### src/rtl/tmr_pkg.sv
package tmr_pkg;

    typedef struct packed {
        logic       en;
        logic       ie;
        logic       casc;
        logic [1:0] psel;
    } tmr_ctl_t;

    localparam int CTL_EN_BIT   = 7;
    localparam int CTL_IE_BIT   = 6;
    localparam int CTL_CASC_BIT = 2;

    function automatic tmr_ctl_t ctl_unpack(input logic [7:0] w);
        tmr_ctl_t c;
        c.en   = w[CTL_EN_BIT];
        c.ie   = w[CTL_IE_BIT];
        c.casc = w[CTL_CASC_BIT];
        c.psel = w[1:0];
        return c;
    endfunction

    function automatic logic [7:0] ctl_pack(input tmr_ctl_t c);
        logic [7:0] w;
        w = '0;
        w[CTL_EN_BIT]   = c.en;
        w[CTL_IE_BIT]   = c.ie;
        w[CTL_CASC_BIT] = c.casc;
        w[1:0]          = c.psel;
        return w;
    endfunction

    // log2 of the division ratio for each select code
    function automatic int unsigned psel_shift(input logic [1:0] s);
        case (s)
            2'd0:    return 0;
            2'd1:    return 6;
            2'd2:    return 8;
            default: return 10;
        endcase
    endfunction

endpackage

### src/rtl/tmr_prescaler.sv
module tmr_prescaler
    import tmr_pkg::*;
#(
    parameter int PS_W = 10
) (
    input  logic       clk,
    input  logic       rst,
    input  logic       en,
    input  logic [1:0] psel,
    output logic       tick
);

    logic [PS_W-1:0] pcnt;
    logic [PS_W:0]   full;
    logic [PS_W-1:0] last;

    always_comb begin
        full = (PS_W+1)'(1) << psel_shift(psel);
        last = PS_W'(full - 1'b1);
        tick = en && (pcnt >= last);
    end

    always_ff @(posedge clk) begin
        if (rst || !en || tick)
            pcnt <= '0;
        else
            pcnt <= pcnt + 1'b1;
    end

endmodule

### src/rtl/tmr_unit.sv
module tmr_unit
    import tmr_pkg::*;
#(
    parameter int CNT_W = 16
) (
    input  logic             clk,
    input  logic             rst,
    input  logic             wr_cnt,
    input  logic             wr_ctl,
    input  logic [CNT_W-1:0] wr_val,
    input  tmr_ctl_t         ctl_new,
    input  logic             ps_tick,
    input  logic             lower_ovf,
    output tmr_ctl_t         ctl,
    output logic [CNT_W-1:0] cnt,
    output logic             ovf,
    output logic             irq
);

    logic [CNT_W-1:0] reload;
    logic             inc;

    always_comb begin
        inc = ctl.en && (ctl.casc ? lower_ovf : ps_tick);
        ovf = inc && (&cnt);
    end

    always_ff @(posedge clk) begin
        if (rst) begin
            ctl    <= '0;
            cnt    <= '0;
            reload <= '0;
            irq    <= 1'b0;
        end else begin
            if (wr_ctl)
                ctl <= ctl_new;
            if (wr_cnt) begin
                cnt    <= wr_val;
                reload <= wr_val;
            end else if (ovf) begin
                cnt <= reload;
            end else if (inc) begin
                cnt <= cnt + 1'b1;
            end
            irq <= ovf && ctl.ie;
        end
    end

    assert_reload_on_wrap_R5: assert property (@(posedge clk) disable iff (rst)
        (ovf && !wr_cnt) |=> (cnt == $past(reload)));

    assert_hold_when_off_R9: assert property (@(posedge clk) disable iff (rst)
        (!ctl.en && !wr_cnt) |=> $stable(cnt));

    assert_irq_gated_R6: assert property (@(posedge clk) disable iff (rst)
        irq |-> $past(ctl.ie));

endmodule

### src/rtl/tmr_bank.sv
module tmr_bank
    import tmr_pkg::*;
#(
    parameter int TMR_N  = 4,
    parameter int CNT_W  = 16,
    parameter int PS_W   = 10,
    parameter int FIFO_N = 2,
    localparam int SEL_W = $clog2(TMR_N)
) (
    input  logic              clk,
    input  logic              rst,
    input  logic              bus_wr,
    input  logic [SEL_W-1:0]  bus_sel,
    input  logic              bus_hi,
    input  logic [CNT_W-1:0]  bus_wdata,
    output logic [CNT_W-1:0]  bus_rdata,
    output logic [TMR_N-1:0]  irq_pulse,
    output logic [FIFO_N-1:0] fifo_tick
);

    tmr_ctl_t         ctl_a  [TMR_N];
    logic [CNT_W-1:0] cnt_a  [TMR_N];
    logic [TMR_N-1:0] ovf;
    logic [TMR_N-1:0] tick;
    logic [TMR_N-1:0] wr_cnt;
    logic [TMR_N-1:0] wr_ctl;
    tmr_ctl_t         ctl_new;

    assign ctl_new = ctl_unpack(bus_wdata[7:0]);

    for (genvar i = 0; i < TMR_N; i++) begin : g_tmr
        logic lower;
        if (i == 0) begin : g_base
            assign lower = 1'b0;
        end else begin : g_link
            assign lower = ovf[i-1];
        end

        assign wr_cnt[i] = bus_wr && !bus_hi && (bus_sel == SEL_W'(i));
        assign wr_ctl[i] = bus_wr &&  bus_hi && (bus_sel == SEL_W'(i));

        tmr_prescaler #(.PS_W(PS_W)) u_ps (
            .clk  (clk),
            .rst  (rst),
            .en   (ctl_a[i].en && !ctl_a[i].casc),
            .psel (ctl_a[i].psel),
            .tick (tick[i])
        );

        tmr_unit #(.CNT_W(CNT_W)) u_unit (
            .clk       (clk),
            .rst       (rst),
            .wr_cnt    (wr_cnt[i]),
            .wr_ctl    (wr_ctl[i]),
            .wr_val    (bus_wdata),
            .ctl_new   (ctl_new),
            .ps_tick   (tick[i]),
            .lower_ovf (lower),
            .ctl       (ctl_a[i]),
            .cnt       (cnt_a[i]),
            .ovf       (ovf[i]),
            .irq       (irq_pulse[i])
        );

        if (i > 0) begin : g_chk
            assert_cascade_step_R7: assert property (@(posedge clk) disable iff (rst)
                (ctl_a[i].en && ctl_a[i].casc && ovf[i-1] && !wr_cnt[i])
                |=> (cnt_a[i] != $past(cnt_a[i])));
        end else begin : g_chk0
            assert_base_cascade_idle_R7: assert property (@(posedge clk) disable iff (rst)
                (ctl_a[0].casc && !wr_cnt[0]) |=> $stable(cnt_a[0]));
        end
    end

    always_ff @(posedge clk) begin
        if (rst)
            fifo_tick <= '0;
        else
            fifo_tick <= ovf[FIFO_N-1:0];
    end

    always_comb begin
        if (bus_hi)
            bus_rdata = CNT_W'(ctl_pack(ctl_a[bus_sel]));
        else
            bus_rdata = cnt_a[bus_sel];
    end

endmodule

### config.mk
export PLATFORM = sky130hd
export DESIGN_NAME = tmr_bank
export DESIGN_NICKNAME = d
export VERILOG_FILES = /design/src/rtl/tmr_pkg.sv /design/src/rtl/tmr_prescaler.sv /design/src/rtl/tmr_unit.sv /design/src/rtl/tmr_bank.sv
export SDC_FILE = /design/constraint.sdc
export NUM_CORES = 1
export LEC_CHECK = 0
export ABC_AREA = 1
export CAP_MARGIN = 20
export CORE_AREA = 2 2 199 201
export CTS_BUF_LIST = sky130_fd_sc_hd__clkbuf_8
export DETAILED_ROUTE_END_ITERATION = 10
export DIE_AREA = 0 0 201 203
export SKIP_LAST_GASP = 1
export SYNTH_ARGS = -nofsm -noshare
export SYNTH_HDL_FRONTEND = slang
export SYNTH_SLANG_ARGS = --single-unit
### constraint.sdc
create_clock -name clk -period 2.4 [get_ports clk]
set_input_delay 0.24 -clock clk [delete_from_list [all_inputs] [get_ports clk]]
set_output_delay 0.24 -clock clk [all_outputs]
set_load 0.01 [all_outputs]
==> results of run 1 <==
sequential cells by signal, summed over array words and instances (netlist names):
signal / count
g_tmr.u_unit.cnt: 64
g_tmr.u_unit.reload: 64
g_tmr.u_ps.pcnt: 40
g_tmr.u_unit.ctl: 20
g_tmr.u_unit.irq: 4
fifo_tick: 2
Yosys cell counts (12+ instances only):
library cell    n
dfxtp_1       194
clkbuf_1       46
nor3_1         12
nand2_1       375
a21oi_1       106
o21ai_0        65
o22ai_1        13
nand3_1        59
nor2_1        167
ha_1           48
nor3b_1        16
xor2_1         31
inv_1         155
a221oi_1       15
o211ai_1       36
a31oi_1        35
nand4_1        32
o21ai_1        12
worst max-delay path, cell delays in order (launching register included):
cell and delay (ps):
dfxtp_2 390, buf_4 140, nand2_1 50, ha_1 290, nand2_1 80, nor2_2 130
nand3_1 80, nand4_1 100, nand2_2 90, nand2_4 100, nand4_4 100, nand2_4 120
nand3_4 90, buf_12 150, nand2_8 100, buf_12 140, nand3_4 60, a21oi_2 150
nor2_1 50
power by group through the flow:
stage / registers, mW / logic [mW] / clock network (mW)
floorplan: 3.43 / 0.446 / 0
global placement: 3.44 / 0.792 / 0
detailed placement: 3.44 / 0.803 / 0
CTS: 3.37 / 0.897 / 2.20
global route: 3.38 / 1.02 / 2.33
finish: 3.37 / 0.939 / 2.15
metrics by stage:
step           cells  setup WS (ps)
2_1_floorplan   1534           69.3
3_3_place_gp    2177           -230
3_5_place_dp    2177           -240
4_1_cts         2226           -112
5_1_grt         2233           -303
6_report        2233           -135
logic make-up (layout without fill, tap and decap cells):
kind of cell | count (synthesis) | count (layout) | synth area share [%]
compound gates | 310 | 310 | 17.2
xor+xnor | 38 | 38 | 3.10
fa+ha+maj | 48 | 48 | 5.59
buf+inv | 233 | 411 | 8.67
flops | 194 | 194 | 36.1
mux | 1 | 1 | 0.105
simple gates | 710 | 713 | 29.2
path summary, 6_finish.rpt:
| check | depth (start not counted) | slack (ps) | from | to |
|---|---|---|---|---|
| setup / recovery | 18 | -130 | g_tmr[1].u_unit.ctl[0] | g_tmr[3].u_unit.cnt[9] |
| hold / removal | 3 | 320 | rst | g_tmr[3].u_unit.cnt[0] |
| setup reg to reg | 18 | -130 | g_tmr[1].u_unit.ctl[0] | g_tmr[3].u_unit.cnt[9] |
| hold reg to reg | 2 | 470 | g_tmr[2].u_unit.reload[1] | g_tmr[2].u_unit.reload[1] |
metal layers:
metal / vias to the layer above / global-route usage, % / share of wire (%)
met2: 359 / 27.5 / 45
met3: 75 / 3.52 / 6.8
met4: 2 / 6.48 / 3.5
met1: 5170 / 22.5 / 45
met5: - / 0 / 0.034
li1: 5461 / - / -
layout by cell type, fill, tap and decap left out, types with 9 or more instances in the layout:
master,count
o21ai_1,20
a31oi_1,35
nand3_1,55
dfxtp_1,181
clkdlybuf4s50_1,32
a21oi_1,104
buf_4,140
nand3_2,10
nor2_1,151
nor2_4,12
nor2_2,13
inv_2,12
clkbuf_8,19
ha_1,41
buf_6,11
nand2_1,362
nand2_2,9
o21ai_0,51
inv_1,145
nand2_4,10
buf_12,12
nor3b_1,14
nand4_1,32
o22ai_1,10
nor3_1,9
o211ai_1,36
xor2_1,31
timing repair:
action,4_1_cts,5_1_grt
pin swaps,23,20
setup endpoints to repair,66,74
hold buffers,0,0
setup buffers,11,5
resized for setup,108,68
cloned,8,3
area by class of cell:
| cell class | instances | area, µm² |
|---|---|---|
| Inverter | 167 | 638 |
| Sequential cell | 194 | 3920 |
| Tap cell | 518 | 648 |
| Multi-Input combinational cell | 1110 | 6470 |
| Fill cell | 3994 | 24400 |
| Timing Repair Buffer | 213 | 2020 |
| Clock inverter | 12 | 109 |
| Clock buffer | 19 | 262 |
==> flow_summary_export.csv, run 1 <==
group,metric,value,unit
place,portBuffers,43,
logic_synthesis,ys_seq_area_share,36.1,%
place,place_area,12800,µm²
logic_synthesis,synth_top_area_share,36.1,%
routing,drc,0,
clock_network,clk_latency,500,ps
finish,final_util,36.5,%
finish,final_area,14100,µm²
sta,drv_slew,0,
worst_setup_path,cp.arrival,2930,ps
finish,syn_to_final_growth,30.8,%
clock_network,cts_buffers,17,
global_route,grt-ovfl-total,0,
flow_run,maxCapViolations,0,
routing,vias,11067,
sta,finalSetupViolCount,34,
logic_synthesis,ys_seq_elements,194,
power_and_ir_drop,internal_power,4.49,mW
global_route,grt_max_degree,72,
clock_network,clk_pin_slew,120,ps
clock_network,tritoncts,"built",
clock_network,cts_root_buf,"clkbuf_8",
power_and_ir_drop,p_seq_share,52.2,%
logic_synthesis,synth-main-ff-cell,"dfxtp_1",
logic_synthesis,synthCells,1534,
logic_synthesis,syn-num-nets,1604,
sta,relSlewSlack,49.0,%
logic_synthesis,synth.distinct_cells,53,
power_and_ir_drop,switching_power,1.97,mW
hold_path,hp-class,"in2reg",
power_and_ir_drop,power,6.46,mW
power_and_ir_drop,ir_drop,0.322,mV
routing,drt_iter0_drc,870,
sta,finalCriticalPeriod,2530,ps
routing,dr.pass1.iters,6,
power_and_ir_drop,power_density,460,nW/µm²
sta,tightest_slew,766,ps
sta,grt_setup_unrepaired,"yes",
die,fp.dieW,201,µm
status,violations,"negative setup slack",
clock_network,cts.sinks,194,
power_and_ir_drop,p_sw_share,30.5,%
clock_network,cts_buffer_depth,2,
finish,drive_gt1_share,20.0,%
status,status,"complete, but fails checks",
power_and_ir_drop,pwr-share-comb,14.5,%
global_route,antenna_found_initial,1,
logic_synthesis,yosys.area.top_type,"dfxtp_1",
sta,tns,-2510,ps
place,finalWeightedCongestion,0.911,
logic_synthesis,synthArstFlopShare,0,%
place,dp_hpwl,25.0,mm
clock_network,h-tree-depth,4,
power_and_ir_drop,pwr-share-clk,33.3,%
die,core,38500,µm²
worst_setup_path,path_class,"reg2reg",
die,rows,72,
die,design.portCount,44,
sta,hold_slack,324,ps
routing,vias_per_cell,4.96,
worst_setup_path,crit_path_start_kind,"flip-flop",
worst_setup_path,end_kind,"flip-flop",
worst_setup_path,required,2800,ps
sta,setup_ws,-135,ps
logic_synthesis,synth_area_leaders,"dfxtp_1 36%, nand2_1 13%, nor2_1 5.8%",
global_route,grt_pass1_vias,10450,
routing,wl,35.2,mm
die,dieArea,40800,µm²
sta,hold_violations,0,
routing,drtAntennaViolNets,0,
logic_synthesis,syn_area,10700,µm²
finish,diodes,0,
die,start_util,27.9,%
finish,nets,1773,
die,die_h,203,µm
sta,clock.fmax,395,MHz
logic_synthesis,synth_warnings,0,
logic_synthesis,avgSynthCellArea,7.01,µm²
power_and_ir_drop,leakagePower,5.78,nW
logic_synthesis,synth_edf_count,0,
sta,fin_crit_sh,106,%
global_route,grt_pass1_wl,55.8,mm
routing,wl_per_cell,15.8,µm
sta,skew,26.6,ps
worst_setup_path,crit_fanout,8,
global_route,grtUsageTotal,17.1,%
Note: power is estimated with default switching activity, not from simulation.
==> inputs of run 2 (changes only) <==
- CORE_AREA: 2 2 199 201 -> 2 2 167 169
- DIE_AREA: 0 0 201 203 -> 0 0 169 171
==> flow_summary_export.csv, run 2 (synthesized netlist as in run 1, its figures left out) <==
group,metric,value,unit
global_route,grt-ovfl-total,0,
finish,instances_no_fill,2049,
finish,drive_gt1_share,18.0,%
power_and_ir_drop,power_density,466,nW/µm²
routing,drtAntennaViolNets,0,
global_route,grt_pass1_wl,51.8,mm
clock_network,cts_buffer_depth,2,
die,fp.dieW,169,µm
sta,relSlewSlack,52.1,%
global_route,grt_pass1_vias,9881,
global_route,grtUsageTotal,22.8,%
routing,wl,33.4,mm
routing,dr.pass1.iters,5,
worst_setup_path,required,2760,ps
flow_run,maxCapViolations,0,
die,dieArea,28900,µm²
sta,finalCriticalPeriod,2570,ps
die,rows,61,
clock_network,cts_buffers,17,
status,violations,"negative setup slack",
place,dp_cells,1998,
hold_path,hp-class,"in2reg",
worst_setup_path,crit_fanout,7,
power_and_ir_drop,ir_drop,0.345,mV
routing,vias_per_cell,5.28,
sta,finalSetupViolCount,37,
routing,drt_iter0_drc,769,
die,start_util,39.3,%
worst_setup_path,cp.arrival,2920,ps
place,dp_hpwl,24.0,mm
sta,tightest_slew,717,ps
clock_network,tritoncts,"built",
finish,top_regs,"g_tmr.u_unit.cnt: 64 flops, g_tmr.u_unit.reload: 64 flops, g_tmr.u_ps.pcnt: 40 flops",
die,design.portCount,44,
routing,wl_per_cell,16.3,µm
finish,diodes,0,
routing,drc,0,
finish,syn_to_final_growth,26.7,%
die,core,27300,µm²
place,pre_cts_ws,-222,ps
finish,layout_commonest_cell,"nand2_1",
routing,vias,10810,
sta,hold_violations,0,
finish,fillers,2662,
sta,clock.fmax,390,MHz
clock_network,clk_latency,500,ps
clock_network,clk_pin_slew,120,ps
die,die_h,171,µm
sta,grt_setup_unrepaired,"yes",
global_route,grt_max_degree,107,
sta,drv_slew,0,
clock_network,h-tree-depth,4,
power_and_ir_drop,leakagePower,5.70,nW
sta,skew,26.4,ps
worst_setup_path,crit_path_start_kind,"flip-flop",
place,finalWeightedCongestion,0.915,
global_route,antenna_found_initial,0,
worst_setup_path,path_class,"reg2reg",
worst_setup_path,end_kind,"flip-flop",
place,portBuffers,43,
sta,fin_crit_sh,107,%
finish,final_cell_mix,"367 x nand2_1, 184 x dfxtp_1, 153 x inv_1, 153 x nor2_1, 125 x buf_4",
finish,nets,1760,
sta,setup_ws,-167,ps
clock_network,cts_root_buf,"clkbuf_8",
status,status,"complete, but fails checks",
clock_network,cts.sinks,194,
[run 2: cell count changes in the layout (fill, tap and decap cells not counted), sizes merged]
cell and change:
clkdlybuf4s50 -4, dlymetal6s2s +3, buf -12, nand2 -2
inv -4, dlygate4sd2 +3, clkdlybuf4s15 -2, clkinv +6
[run 2: what timing repair did]
action,CTS,global route
pin swaps,32,8
gates resized for setup,90,55
cloned,2,5
buffers inserted,8,4
endpoints found under the setup margin,53,71
hold buffers,0,0
[run 2: cell type report]
| type | instances | area (µm²) | area share (%) |
|---|---|---|---|
| inverters | 167 | 642 | 4.71 |
| clock inverters | 14 | 124 | 0.910 |
| repair buffers | 202 | 1920 | 14.1 |
| clock buffers | 18 | 248 | 1.82 |
| well taps | 346 | 433 | 3.18 |
| multi-input cells | 1108 | 6340 | 46.6 |
| flip-flops and latches | 194 | 3910 | 28.7 |
[run 2: path summary, 6_finish.rpt]
path | from | end | slack, ps | cells past startpoint
max | g_tmr[0].u_unit.ctl[0] | g_tmr[2].u_unit.cnt[1] | -170 | 20
min | rst | g_tmr[3].u_unit.reload[1] | 310 | 3
max reg2reg | g_tmr[0].u_unit.ctl[0] | g_tmr[2].u_unit.cnt[1] | -170 | 20
min reg2reg | g_tmr[3].u_unit.reload[1] | g_tmr[3].u_unit.reload[1] | 460 | 2
[run 2: power breakdown]
part | internal, mW | switching (mW) | total, mW | leakage [nW]
clock | 0.779 | 1.32 | 2.10 | 0.186
sequential | 3.30 | 0.0723 | 3.37 | 1.58
combinational | 0.358 | 0.523 | 0.881 | 3.94
[run 2: critical path, cell delays in order (launching register included)]
cell and delay [ps]:
dfxtp_4 380, nor2_4 110, buf_6 130, inv_4 40, ha_4 250, nand2_2 40
inv_2 30, nand2_1 40, nand2_1 60, nand2_1 60, nand3_2 60, nand4_1 130
nand2_4 130, nand4_4 110, nand2_4 130, buf_12 110, buf_8 120, nand2_8 90
or2_0 210, o211ai_1 100, a21oi_1 90
[run 2: stage by stage]
stage / utilization, % / area (µm²) / power (mW) / hold slack (ps) / setup TNS, ps
2_1_floorplan: - / 10700 / 3.87 / 411 / 0
3_3_place_gp: 45.7 / 12500 / 4.21 / 444 / -5050
3_5_place_dp: 45.7 / 12500 / 4.22 / 447 / -7300
4_1_cts: 48.5 / 13300 / 6.35 / 295 / -1300
5_1_grt: 49.8 / 13600 / 6.64 / 320 / -10760
6_report: 49.8 / 13600 / 6.35 / 307 / -2770
[run 2: layer usage]
metal / GRT usage, % / wire [µm] / up-vias
li1: - / - / 5432
met1: 30.3 / 15300 / 5074
met2: 38.5 / 15600 / 271
met3: 4.05 / 1870 / 33
met4: 5.39 / 552 / 0
met5: 0 / 0 / -
